File: config.mk
export PLATFORM = sky130hd
export DESIGN_NAME = const_coef_mult
export DESIGN_NICKNAME = d
export VERILOG_FILES = /design/src/rtl/ccm_pkg.sv /design/src/rtl/ccm_rst_sync.sv /design/src/rtl/ccm_digit_table.sv /design/src/rtl/ccm_lookup_stage.sv /design/src/rtl/ccm_align_add.sv /design/src/rtl/const_coef_mult.sv
export SDC_FILE = /design/constraint.sdc
export NUM_CORES = 1
export LEC_CHECK = 0
export BUFFER_PORTS_ARGS = -buffer_cell sky130_fd_sc_hd__buf_2
export CAP_MARGIN = 25
export CELL_PAD_IN_SITES_DETAIL_PLACEMENT = 1
export CELL_PAD_IN_SITES_GLOBAL_PLACEMENT = 1
export CORE_ASPECT_RATIO = 1.4
export CORE_MARGIN = 4
export CORE_UTILIZATION = 49
export DETAILED_ROUTE_END_ITERATION = 10
export MAX_ROUTING_LAYER = met4
export PLACE_DENSITY_LB_ADDON = 0.2
export SLEW_MARGIN = 20
export SYNTH_ARGS = -nofsm -noshare
export SYNTH_HDL_FRONTEND = slang
export SYNTH_SLANG_ARGS = --single-unit
File: constraint.sdc
create_clock -name clk -period 2.2 [get_ports clk]
set_clock_uncertainty 0.1 [all_clocks]
set_input_delay 0.33 -clock clk [delete_from_list [all_inputs] [get_ports clk]]
set_output_delay 0.33 -clock clk [all_outputs]
set_load 0.05 [all_outputs]
File: src/rtl/ccm_pkg.sv
package ccm_pkg;

  // Shift-and-add product of two small unsigned constants.
  // Used only at elaboration to fill the lookup tables.
  function automatic int unsigned ccm_multiple(input int unsigned coef,
                                               input int unsigned idx);
    int unsigned acc;
    acc = 0;
    for (int b = 0; b < 16; b++) begin
      if (idx[b]) acc = acc + (coef << b);
    end
    return acc;
  endfunction

endpackage

File: src/rtl/ccm_rst_sync.sv
module ccm_rst_sync #(
  parameter int unsigned STAGES = 2
) (
  input  logic clk,
  input  logic rst_n,
  output logic rst_sync_n
);

  logic [STAGES-1:0] sync_q;
  logic [STAGES-1:0] sync_d;

  always_comb begin
    sync_d = {sync_q[STAGES-2:0], 1'b1};
  end

  always_ff @(posedge clk or negedge rst_n) begin
    if (!rst_n) sync_q <= '0;
    else        sync_q <= sync_d;
  end

  assign rst_sync_n = sync_q[STAGES-1];

endmodule

File: src/rtl/ccm_digit_table.sv
module ccm_digit_table #(
  parameter int unsigned COEF   = 173,
  parameter int unsigned NIB_W  = 4,
  parameter int unsigned COEF_W = 8,
  localparam int unsigned DEPTH = 1 << NIB_W,
  localparam int unsigned PP_W  = NIB_W + COEF_W
) (
  input  logic [NIB_W-1:0] digit,
  output logic [PP_W-1:0]  multiple
);

  logic [PP_W-1:0] entry [DEPTH];

  for (genvar i = 0; i < DEPTH; i++) begin : g_entry
    localparam int unsigned VAL = ccm_pkg::ccm_multiple(COEF, i);
    assign entry[i] = PP_W'(VAL);
  end

  assign multiple = entry[digit];

endmodule

File: src/rtl/ccm_lookup_stage.sv
module ccm_lookup_stage #(
  parameter int unsigned COEF   = 173,
  parameter int unsigned IN_W   = 8,
  parameter int unsigned NIB_W  = 4,
  parameter int unsigned COEF_W = 8,
  localparam int unsigned NUM_NIB = IN_W / NIB_W,
  localparam int unsigned PP_W    = NIB_W + COEF_W,
  localparam int unsigned PP_BUS  = NUM_NIB * PP_W
) (
  input  logic              clk,
  input  logic              rst_n,
  input  logic              valid_in,
  input  logic [IN_W-1:0]   x,
  output logic              valid_q,
  output logic [PP_BUS-1:0] pp_q
);

  logic [PP_BUS-1:0] pp_now;
  logic [PP_BUS-1:0] pp_d;
  logic              valid_d;

  for (genvar n = 0; n < NUM_NIB; n++) begin : g_digit
    ccm_digit_table #(
      .COEF   (COEF),
      .NIB_W  (NIB_W),
      .COEF_W (COEF_W)
    ) table_i (
      .digit    (x[n*NIB_W +: NIB_W]),
      .multiple (pp_now[n*PP_W +: PP_W])
    );
  end

  // Next state: data registers load only on an accepted sample.
  always_comb begin
    valid_d = valid_in;
    pp_d    = valid_in ? pp_now : pp_q;
  end

  always_ff @(posedge clk or negedge rst_n) begin
    if (!rst_n) begin
      valid_q <= 1'b0;
      pp_q    <= '0;
    end else begin
      valid_q <= valid_d;
      pp_q    <= pp_d;
    end
  end

endmodule

File: src/rtl/ccm_align_add.sv
module ccm_align_add #(
  parameter int unsigned NUM_NIB = 2,
  parameter int unsigned NIB_W   = 4,
  parameter int unsigned PP_W    = 12,
  parameter int unsigned OUT_W   = 16,
  localparam int unsigned PP_BUS = NUM_NIB * PP_W
) (
  input  logic              clk,
  input  logic              rst_n,
  input  logic              valid_in,
  input  logic [PP_BUS-1:0] pp,
  output logic              valid_q,
  output logic [OUT_W-1:0]  y_q
);

  logic [OUT_W-1:0] sum;
  logic [OUT_W-1:0] y_d;
  logic             valid_d;

  // Each partial product is moved to the weight of its digit.
  always_comb begin
    sum = '0;
    for (int n = 0; n < NUM_NIB; n++) begin
      sum = sum + (OUT_W'(pp[n*PP_W +: PP_W]) << (n * NIB_W));
    end
  end

  always_comb begin
    valid_d = valid_in;
    y_d     = valid_in ? sum : y_q;
  end

  always_ff @(posedge clk or negedge rst_n) begin
    if (!rst_n) begin
      valid_q <= 1'b0;
      y_q     <= '0;
    end else begin
      valid_q <= valid_d;
      y_q     <= y_d;
    end
  end

endmodule

File: src/rtl/const_coef_mult.sv
module const_coef_mult #(
  parameter int unsigned COEF   = 173,
  parameter int unsigned IN_W   = 8,
  parameter int unsigned NIB_W  = 4,
  parameter int unsigned COEF_W = 8,
  localparam int unsigned NUM_NIB = IN_W / NIB_W,
  localparam int unsigned PP_W    = NIB_W + COEF_W,
  localparam int unsigned PP_BUS  = NUM_NIB * PP_W,
  localparam int unsigned OUT_W   = IN_W + COEF_W
) (
  input  logic             clk,
  input  logic             rst_n,
  input  logic             valid_in,
  input  logic [IN_W-1:0]  x,
  output logic             valid_out,
  output logic [OUT_W-1:0] y
);

  logic              rst_core_n;
  logic              valid_s1;
  logic [PP_BUS-1:0] pp_s1;

  ccm_rst_sync #(.STAGES(2)) rst_sync_i (
    .clk        (clk),
    .rst_n      (rst_n),
    .rst_sync_n (rst_core_n)
  );

  ccm_lookup_stage #(
    .COEF   (COEF),
    .IN_W   (IN_W),
    .NIB_W  (NIB_W),
    .COEF_W (COEF_W)
  ) lookup_i (
    .clk      (clk),
    .rst_n    (rst_core_n),
    .valid_in (valid_in),
    .x        (x),
    .valid_q  (valid_s1),
    .pp_q     (pp_s1)
  );

  ccm_align_add #(
    .NUM_NIB (NUM_NIB),
    .NIB_W   (NIB_W),
    .PP_W    (PP_W),
    .OUT_W   (OUT_W)
  ) add_i (
    .clk      (clk),
    .rst_n    (rst_core_n),
    .valid_in (valid_s1),
    .pp       (pp_s1),
    .valid_q  (valid_out),
    .y_q      (y)
  );

endmodule

# Yosys cells after proc, flatten, opt, wreduce, memory -nomap -nowiden
# Memories as Yosys holds them, arrays and structs flattened. A register that Yosys moved wholly into a read port is not among the register bits.
# Index checks and enable logic that the tools add are counted.
# word_totals
mem_bits_ro	384
memories	2
register_bits	20
elab_cells	11
in_bits	11
# memory_table
memory	words	word_bits	rd	rd_clocked_by_memory_dff	wr	line_no	rtl
(no name shown)	16	12	1	1	0	ccm_digit_table.sv:19	assign multiple = entry[digit];
(no name shown)	16	12	1	1	0	ccm_digit_table.sv:19	
# op_classes
bitwise	2
reduce_logical	2
add_sub_neg	1
# op_table
cell	n
12-bit by 16-bit adder with 16-bit output	1
4-bit inverter with 5-bit output	2
1-bit logical NOT	2

# Longest topological paths before layout
# Gate-level depths: netlist of the first run.
# depth
depth_word	1
depth_mapped	7
mapped_depth_nobuf	7

# Hierarchy
# From an unflattened synthesis of the first run, not the netlist that was laid out.
# hier_totals
hier_cells	235
hier_area_um2	2747.6
# modules_own_cells
module	cells_each	instances	area_each_um2
ccm_align_add	96	1	1036.0
ccm_lookup_stage	52	1	1022.2
ccm_digit_table (lookup_i.g_digit[1].table_i)	42	1	319.1
ccm_digit_table (lookup_i.g_digit[0].table_i)	42	1	316.6
ccm_rst_sync	3	1	53.8

# Worst setup path after synthesis of the first run
# No wires, ideal clock.
# synth_timing
kind	reg2reg
start	register lookup_i.pp_q[4]
end	register add_i.y_q[12]
setup_time_ps	120
setup_slack_ps	-74
arrival_time_ps	2054
stages_incl_launch_ff	8
period_less_slack_ps	2274
path_cell_list	dfrtp_1 > ha_1 > fa_1 > a21o_1 > and4_4 > o211a_1 > or3_1 > a31o_1
# synth_via
elab_chain_cells	1
# synth_lines
element	line_no	rtl
start: declaration	ccm_lookup_stage.sv:15	output logic [PP_BUS-1:0] pp_q
12-bit by 16-bit adder with 16-bit output	ccm_align_add.sv:24	sum = sum + (OUT_W'(pp[n*PP_W +: PP_W]) << (n * NIB_W));
end signal: assignment	ccm_align_add.sv:39	y_q <= y_d;
end: declaration	ccm_align_add.sv:13	output logic [OUT_W-1:0] y_q
# No other way between the ends.
# A chain may end at the register's enable or synchronous reset.

# Worst setup path after layout of the first run
# layout_timing
start	register lookup_i.pp_q[12]
end	register add_i.y_q[12]
# The elaborated chain is that of the path after synthesis.

==> impl_metrics.ini, run 1 <==
[sta]
tightest_slew_ns = 0.537
period_needed_ns = 2.26
period_share = 1.03
worst_slack_ns = -0.0551
maxSlewHeadroom = 0.642
worst_hold_slack_ns = 0.227
setup_violations = 1
hold_violations = 0
drv_slew = 0
max_freq_mhz = 443
rsz0062_at_grt = true

[global_route]
grt_antenna_before_repair = 0
grt_usage = 0.194
grt_pass1_wl_mm = 9.26
met1_usage = 0.227
grt_max_degree = 43
grt_use_met3 = 0.0288
grt.busiest_layer = met2
grt_pass1_vias = 2006
met2_usage = 0.338
gr-total-overflow = 0

[die]
core-area_um2 = 4920
start_util = 0.515
die_w_um = 68.7
die_y_um = 93.0
die-area_um2 = 6400
num_io_pins = 28
rows = 30

[routing]
wl_per_cell_um = 15.7
dr.pass1.iters = 4
ant_nets = 0
dr.first_iter.drc_count = 64
drc = 0
routed_wl_mm = 5.52
via_per_inst = 5.44
vias = 1914

[power]
p_switching_uw = 1070
sw_frac_of_total = 0.403
power_density_nw_per_um2 = 909
p_seq_frac = 0.393
p_int_uw = 1590
peakVddDrop_v = 0.000510
power_frac_comb = 0.409
power.clock.fraction = 0.198
leakage_uw = 0.00133

[setup_path]
rr_worst_depth = 7
cp_slowest_stage_delay_ns = 0.40
path_cells = ha_2 -> fa_2 -> a21o_1 -> and4_4 -> o211a_1 -> or3_1 -> a31o_1
worstReg2RegEnd = add_i.y_q[12]$_DFFE_PN0P_
crit_type = flip-flop to flip-flop
crit_fanout = 2
r2r_slack_ns = -0.06
arrival_ns = 2.34
cp-start-kind = flip-flop
crit_path_end_kind = flip-flop
timing.rr.start = lookup_i.pp_q[12]$_DFFE_PN0P_
cp.required_ns = 2.28
cpMaxStageDelayCell = dfrtp_1

[cts]
clock_latency_ns = 0.29
tritoncts = built
root_buffer = clkbuf_8
cts.sinks = 44
h-tree-depth = 2
clk_pin_slew_ns = 0.09
cts_made_buffers = 5
ctsLongestPathBuffers = 2

[synth]
ys_ff_latch = 44
synth_area_um2 = 2530
synthDistinctLibCells = 34
synthTopCellsByArea = dfrtp_1, ha_1, mux2_2, a21oi_1, nor2_1
avgSynthCellArea_um2 = 10.0
synth_cells = 253
yosysTopAreaCell = dfrtp_1
synth_nets = 285
synth.top_cell.area_share = 0.435
synth_seq_area_share = 0.435
yosysWarnings = 0

[final_layout]
antennaDiodeCount = 0
syn_to_final_growth_pct = 15.9
utilization = 0.596
drive_gt1_frac = 0.260
final_nets = 319

[outcome]
violations = setup timing
status = finished, violations left

[placed_design]
port_buffers = 27
hpwl_mm = 4.00
gp_congestion = 0.794

[job]
maxCapViolCount = 0

[worst_hold_path]
min_path_type = flip-flop to async pin
==> power groups by stage <==
stage | Sequential (µW) | Combinational, µW | Clock, µW
3_3_place_gp | 1050 | 1000 | 0
5_1_grt | 1070 | 1180 | 584
3_5_place_dp | 1070 | 1040 | 0
6_report | 1050 | 1090 | 527
4_1_cts | 1050 | 1060 | 541
2_1_floorplan | 1400 | 436 | 0
==> worst max-delay path by stage <==
stage                                       start                        end  depth (start not counted)
finish              lookup_i.pp_q[12]$_DFFE_PN0P_  add_i.y_q[12]$_DFFE_PN0P_                          7
global route        lookup_i.pp_q[12]$_DFFE_PN0P_  add_i.y_q[12]$_DFFE_PN0P_                          7
CTS                 lookup_i.pp_q[12]$_DFFE_PN0P_  add_i.y_q[12]$_DFFE_PN0P_                          7
detailed placement   lookup_i.pp_q[4]$_DFFE_PN0P_  add_i.y_q[12]$_DFFE_PN0P_                          7
global placement     lookup_i.pp_q[4]$_DFFE_PN0P_  add_i.y_q[12]$_DFFE_PN0P_                          7
floorplan            lookup_i.pp_q[4]$_DFFE_PN0P_  add_i.y_q[12]$_DFFE_PN0P_                          7
==> sequential cells by signal (all words and copies together), names as in the netlist <==
| register | count |
|---|---|
| add_i.valid_q | 1 |
| lookup_i.pp_q | 24 |
| lookup_i.valid_q | 1 |
| add_i.y_q | 16 |
| rst_sync_i.sync_q | 2 |
==> layer usage <==
| layer | vias up | wire length, µm |
|---|---|---|
| met5 | - | 0 |
| met4 | 0 | 88 |
| met3 | 8 | 154 |
| met2 | 24 | 2980 |
| met1 | 931 | 2300 |
| li1 | 951 | - |
==> final cells by class <==
| cell class | instances | area, µm² |
|---|---|---|
| Fill cell | 560 | 1980 |
| Multi-Input combinational cell | 179 | 1350 |
| Sequential cell | 44 | 1100 |
| Timing Repair Buffer | 41 | 243 |
| Clock buffer | 7 | 86.3 |
| Tap cell | 64 | 80.1 |
| Inverter | 16 | 60.1 |
| Clock inverter | 1 | 7.51 |
==> Yosys cell counts <==
cell type  number
a211oi_1        7
a21o_1          3
a21oi_1        35
a31o_1          1
a31oi_1         1
and3_1          1
and4_4          1
buf_1           1
buf_2           2
clkbuf_1       11
conb_1          1
dfrtp_1        44
fa_1            1
ha_1           20
inv_1          16
mux2_2         19
mux2i_1         6
mux4_2          2
nand2_1        12
nand3_1         4
nand3b_1        1
nand4_1         2
nor2_1         24
nor2b_1         2
nor3b_1         1
nor4_1          1
o211a_1         1
o211ai_1        6
o21a_1          1
o21ai_0        13
o31ai_1         1
or3_1           1
xnor2_1         9
xor2_1          2
==> worst max-delay path, delay by kind of cell (launching register included) <==
family / cells / cell delay (ns)
AOI/OAI and AO/OA: 3 / 0.58
adders and majority gates: 2 / 0.57
DFF: 1 / 0.40
and+or+nand+nor: 2 / 0.49
==> stage by stage <==
| stage | TNS, ns | cells | setup slack [ns] | instance area [µm²] | total power (µW) |
|---|---|---|---|---|---|
| global placement | -0.00492 | 337 | -0.00492 | 2750 | 2060 |
| floorplan | 0 | 253 | 0.0131 | 2540 | 1840 |
| finish | -0.0551 | 352 | -0.0551 | 2930 | 2670 |
| CTS | -0.0651 | 349 | -0.0651 | 2880 | 2650 |
| detailed placement | -0.0612 | 337 | -0.0612 | 2750 | 2110 |
| global route | -0.255 | 352 | -0.143 | 2930 | 2840 |
==> cell usage in the layout (no fill, tap or decap), types with 2 or more instances in the layout <==
cell type / count
a211oi_1: 6
a21o_1: 3
a21oi_1: 35
buf_2: 27
buf_4: 13
clkbuf_8: 6
dfrtp_1: 43
ha_1: 19
inv_1: 16
mux2_2: 19
mux2i_1: 6
mux4_2: 2
nand2_1: 12
nand3_1: 4
nand4_1: 2
nor2_1: 24
nor2b_1: 2
o211ai_1: 6
o21ai_0: 12
xnor2_1: 9
xor2_1: 2
==> timing repair <==
item | CTS | global route
setup buffers | 3 | 3
hold endpoints to repair | 2 | 0
gates resized for setup | 1 | 5
pin swaps | 2 | 6
hold buffers | 1 | 0
endpoints found under the setup margin | 2 | 6
==> kinds of logic after synthesis <==
kind of cell    share of synthesized area
compound gates                      0.158
xor+xnor                           0.0381
fa+ha+maj                           0.107
buf+inv                            0.0455
flops                               0.435
mux                                 0.126
other cells                       0.00148
simple gates                       0.0890
No activity file was read; power rests on OpenSTA's default activity.
==> run 2, diff against run 1 <==
Settings changed: CORE_MARGIN 4 to default, CORE_UTILIZATION 49 to 45, REMOVE_ABC_BUFFERS from default to 1.
Clock period 2.2 ns to 2.5 ns, I/O delays scaled along.
==> run 2 against run 1 <==
The flow now finishes without violations. Via count decreased by 0.63%. Global-route usage increased by 0.11 points. Flip-flop and latch count unchanged. Final area decreased by 2.9%. Sequential power decreased by 11%. Setup slack improved by 0.16 ns. Largest cell class unchanged.
==> impl_metrics.ini, run 2 (synthesized netlist as in run 1, its figures left out) <==
[routing]
drc = 0
via_per_inst = 5.51
routed_wl_mm = 5.11
vias = 1902
dr.pass1.iters = 4
wl_per_cell_um = 14.8
dr.first_iter.drc_count = 46
ant_nets = 0

[cts]
h-tree-depth = 2
ctsLongestPathBuffers = 2
cts_setup_buffers = 0
cts.sinks = 44
cts_made_buffers = 5
clock_latency_ns = 0.29
root_buffer = clkbuf_8
clk_pin_slew_ns = 0.09
tritoncts = built

[outcome]
status = complete, no violations

[final_layout]
syn_to_final_growth_pct = 12.6
drive_gt1_frac = 0.226
multi_input_area_um2 = 1320
fill_cells = 610
utilization = 0.540
largest_reg_flops = 24
antennaDiodeCount = 0
regMostFlops = lookup_i.pp_q
seqCellArea_um2 = 1100
mostFrequentLayoutCell = dfrtp_1
final_nets = 310
top_regs = lookup_i.pp_q x24, add_i.y_q x16, rst_sync_i.sync_q x2
layout_common_cells = dfrtp_1, a21oi_1, buf_2

[global_route]
grt_pass1_vias = 1955
grt_max_degree = 43
grt_pass1_wl_mm = 8.84
grt_usage = 0.195
grt_antenna_before_repair = 0
gr-total-overflow = 0

[sta]
period_needed_ns = 2.39
tightest_slew_ns = 0.905
setup_violations = 0
drv_slew = 0
period_share = 0.956
max_freq_mhz = 418
maxSlewHeadroom = 0.397
worst_hold_slack_ns = 0.268
timing.setup.tns_ns = 0
hold_violations = 0
rsz0062_at_grt = false

[die]
die-area_um2 = 5930
core-area_um2 = 5280
start_util = 0.480
die_y_um = 90.7
rows = 31
num_io_pins = 28
die_w_um = 65.4

[setup_path]
crit_type = flip-flop to flip-flop
r2r_slack_ns = 0.11
crit_fanout = 3
worstReg2RegEnd = add_i.y_q[12]$_DFFE_PN0P_
cp-start-kind = flip-flop
rr_worst_depth = 7
cp_slowest_stage_delay_ns = 0.41
arrival_ns = 2.47
timing.rr.start = lookup_i.pp_q[4]$_DFFE_PN0P_
cp.required_ns = 2.58
startpoint = lookup_i.pp_q[4]$_DFFE_PN0P_
crit_path_end_kind = flip-flop
path_cells = ha_1 -> fa_2 -> a21o_1 -> and4_4 -> o211a_1 -> or3_1 -> a31o_1
cpMaxStageDelayCell = dfrtp_1

[worst_hold_path]
min_path_cells = 0
min_path_type = flip-flop to flip-flop
min_to = rst_sync_i.sync_q[1]$_DFF_PN0_
hp-start = rst_sync_i.sync_q[0]$_DFF_PN0_

[power]
leakage_uw = 0.00130
power_density_nw_per_um2 = 823
peakVddDrop_v = 0.000487

[placed_design]
gp_congestion = 0.765
port_buffers = 27
hpwl_mm = 3.83

[job]
maxCapViolCount = 0
run 2: changes by cell type in the layout (fill, tap and decap cells not counted), sizes merged:
cell	delta
clkinv	+1
buf	-9
clkbuf	-2
bufinv	+1
run 2: per-stage QoR:
| step | setup WS (ns) | cell area, µm² | power [µW] | instances |
|---|---|---|---|---|
| 2_1_floorplan | 0.226 | 2480 | 1590 | 239 |
| 3_3_place_gp | 0.175 | 2730 | 1810 | 336 |
| 3_5_place_dp | 0.0988 | 2730 | 1840 | 336 |
| 4_1_cts | 0.0315 | 2850 | 2380 | 345 |
| 5_1_grt | 0.0280 | 2850 | 2480 | 345 |
| 6_report | 0.110 | 2850 | 2340 | 345 |
run 2: metal layers:
layer,vias up,wire length (µm),global-route usage
li1,928,-,-
met1,940,2100,0.206
met2,25,2780,0.358
met3,9,115,0.0303
met4,0,125,0.0652
met5,-,0,-
run 2: area by class of cell:
type / instances / area share
clock buffers: 5 / 0.0242
clock inverters: 3 / 0.0149
inverters: 16 / 0.0211
multi-input cells: 179 / 0.462
flip-flops and latches: 44 / 0.387
well taps: 66 / 0.0290
repair buffers: 32 / 0.0615
run 2: worst max-delay path by stage:
stage	end	slack, ns
4_1_cts	add_i.y_q[12]$_DFFE_PN0P_	0.03
5_1_grt	add_i.y_q[12]$_DFFE_PN0P_	0.03
2_1_floorplan	add_i.y_q[12]$_DFFE_PN0P_	0.23
6_report	add_i.y_q[12]$_DFFE_PN0P_	0.11
3_5_place_dp	add_i.y_q[12]$_DFFE_PN0P_	0.1
3_3_place_gp	add_i.y_q[12]$_DFFE_PN0P_	0.18
run 2: repair_timing:
item / 4_1_cts / 5_1_grt
hold buffers: 1 / 0
gates resized for setup: 0 / 1
endpoints found under the hold margin: 2 / 0
setup endpoints to repair: 0 / 1
run 2: critical path: cells and delay by family, from the launching register on:
kind | cells | cell delay, ns
compound gates | 3 | 0.64
fa+ha+maj | 2 | 0.63
simple gates | 2 | 0.50
flops | 1 | 0.41
run 2: where the power goes:
group | internal [µW] | total, µW | switching (µW)
clock | 296 | 532 | 236
sequential | 844 | 936 | 92.1
combinational | 300 | 877 | 576
total | 1440 | 2340 | 905
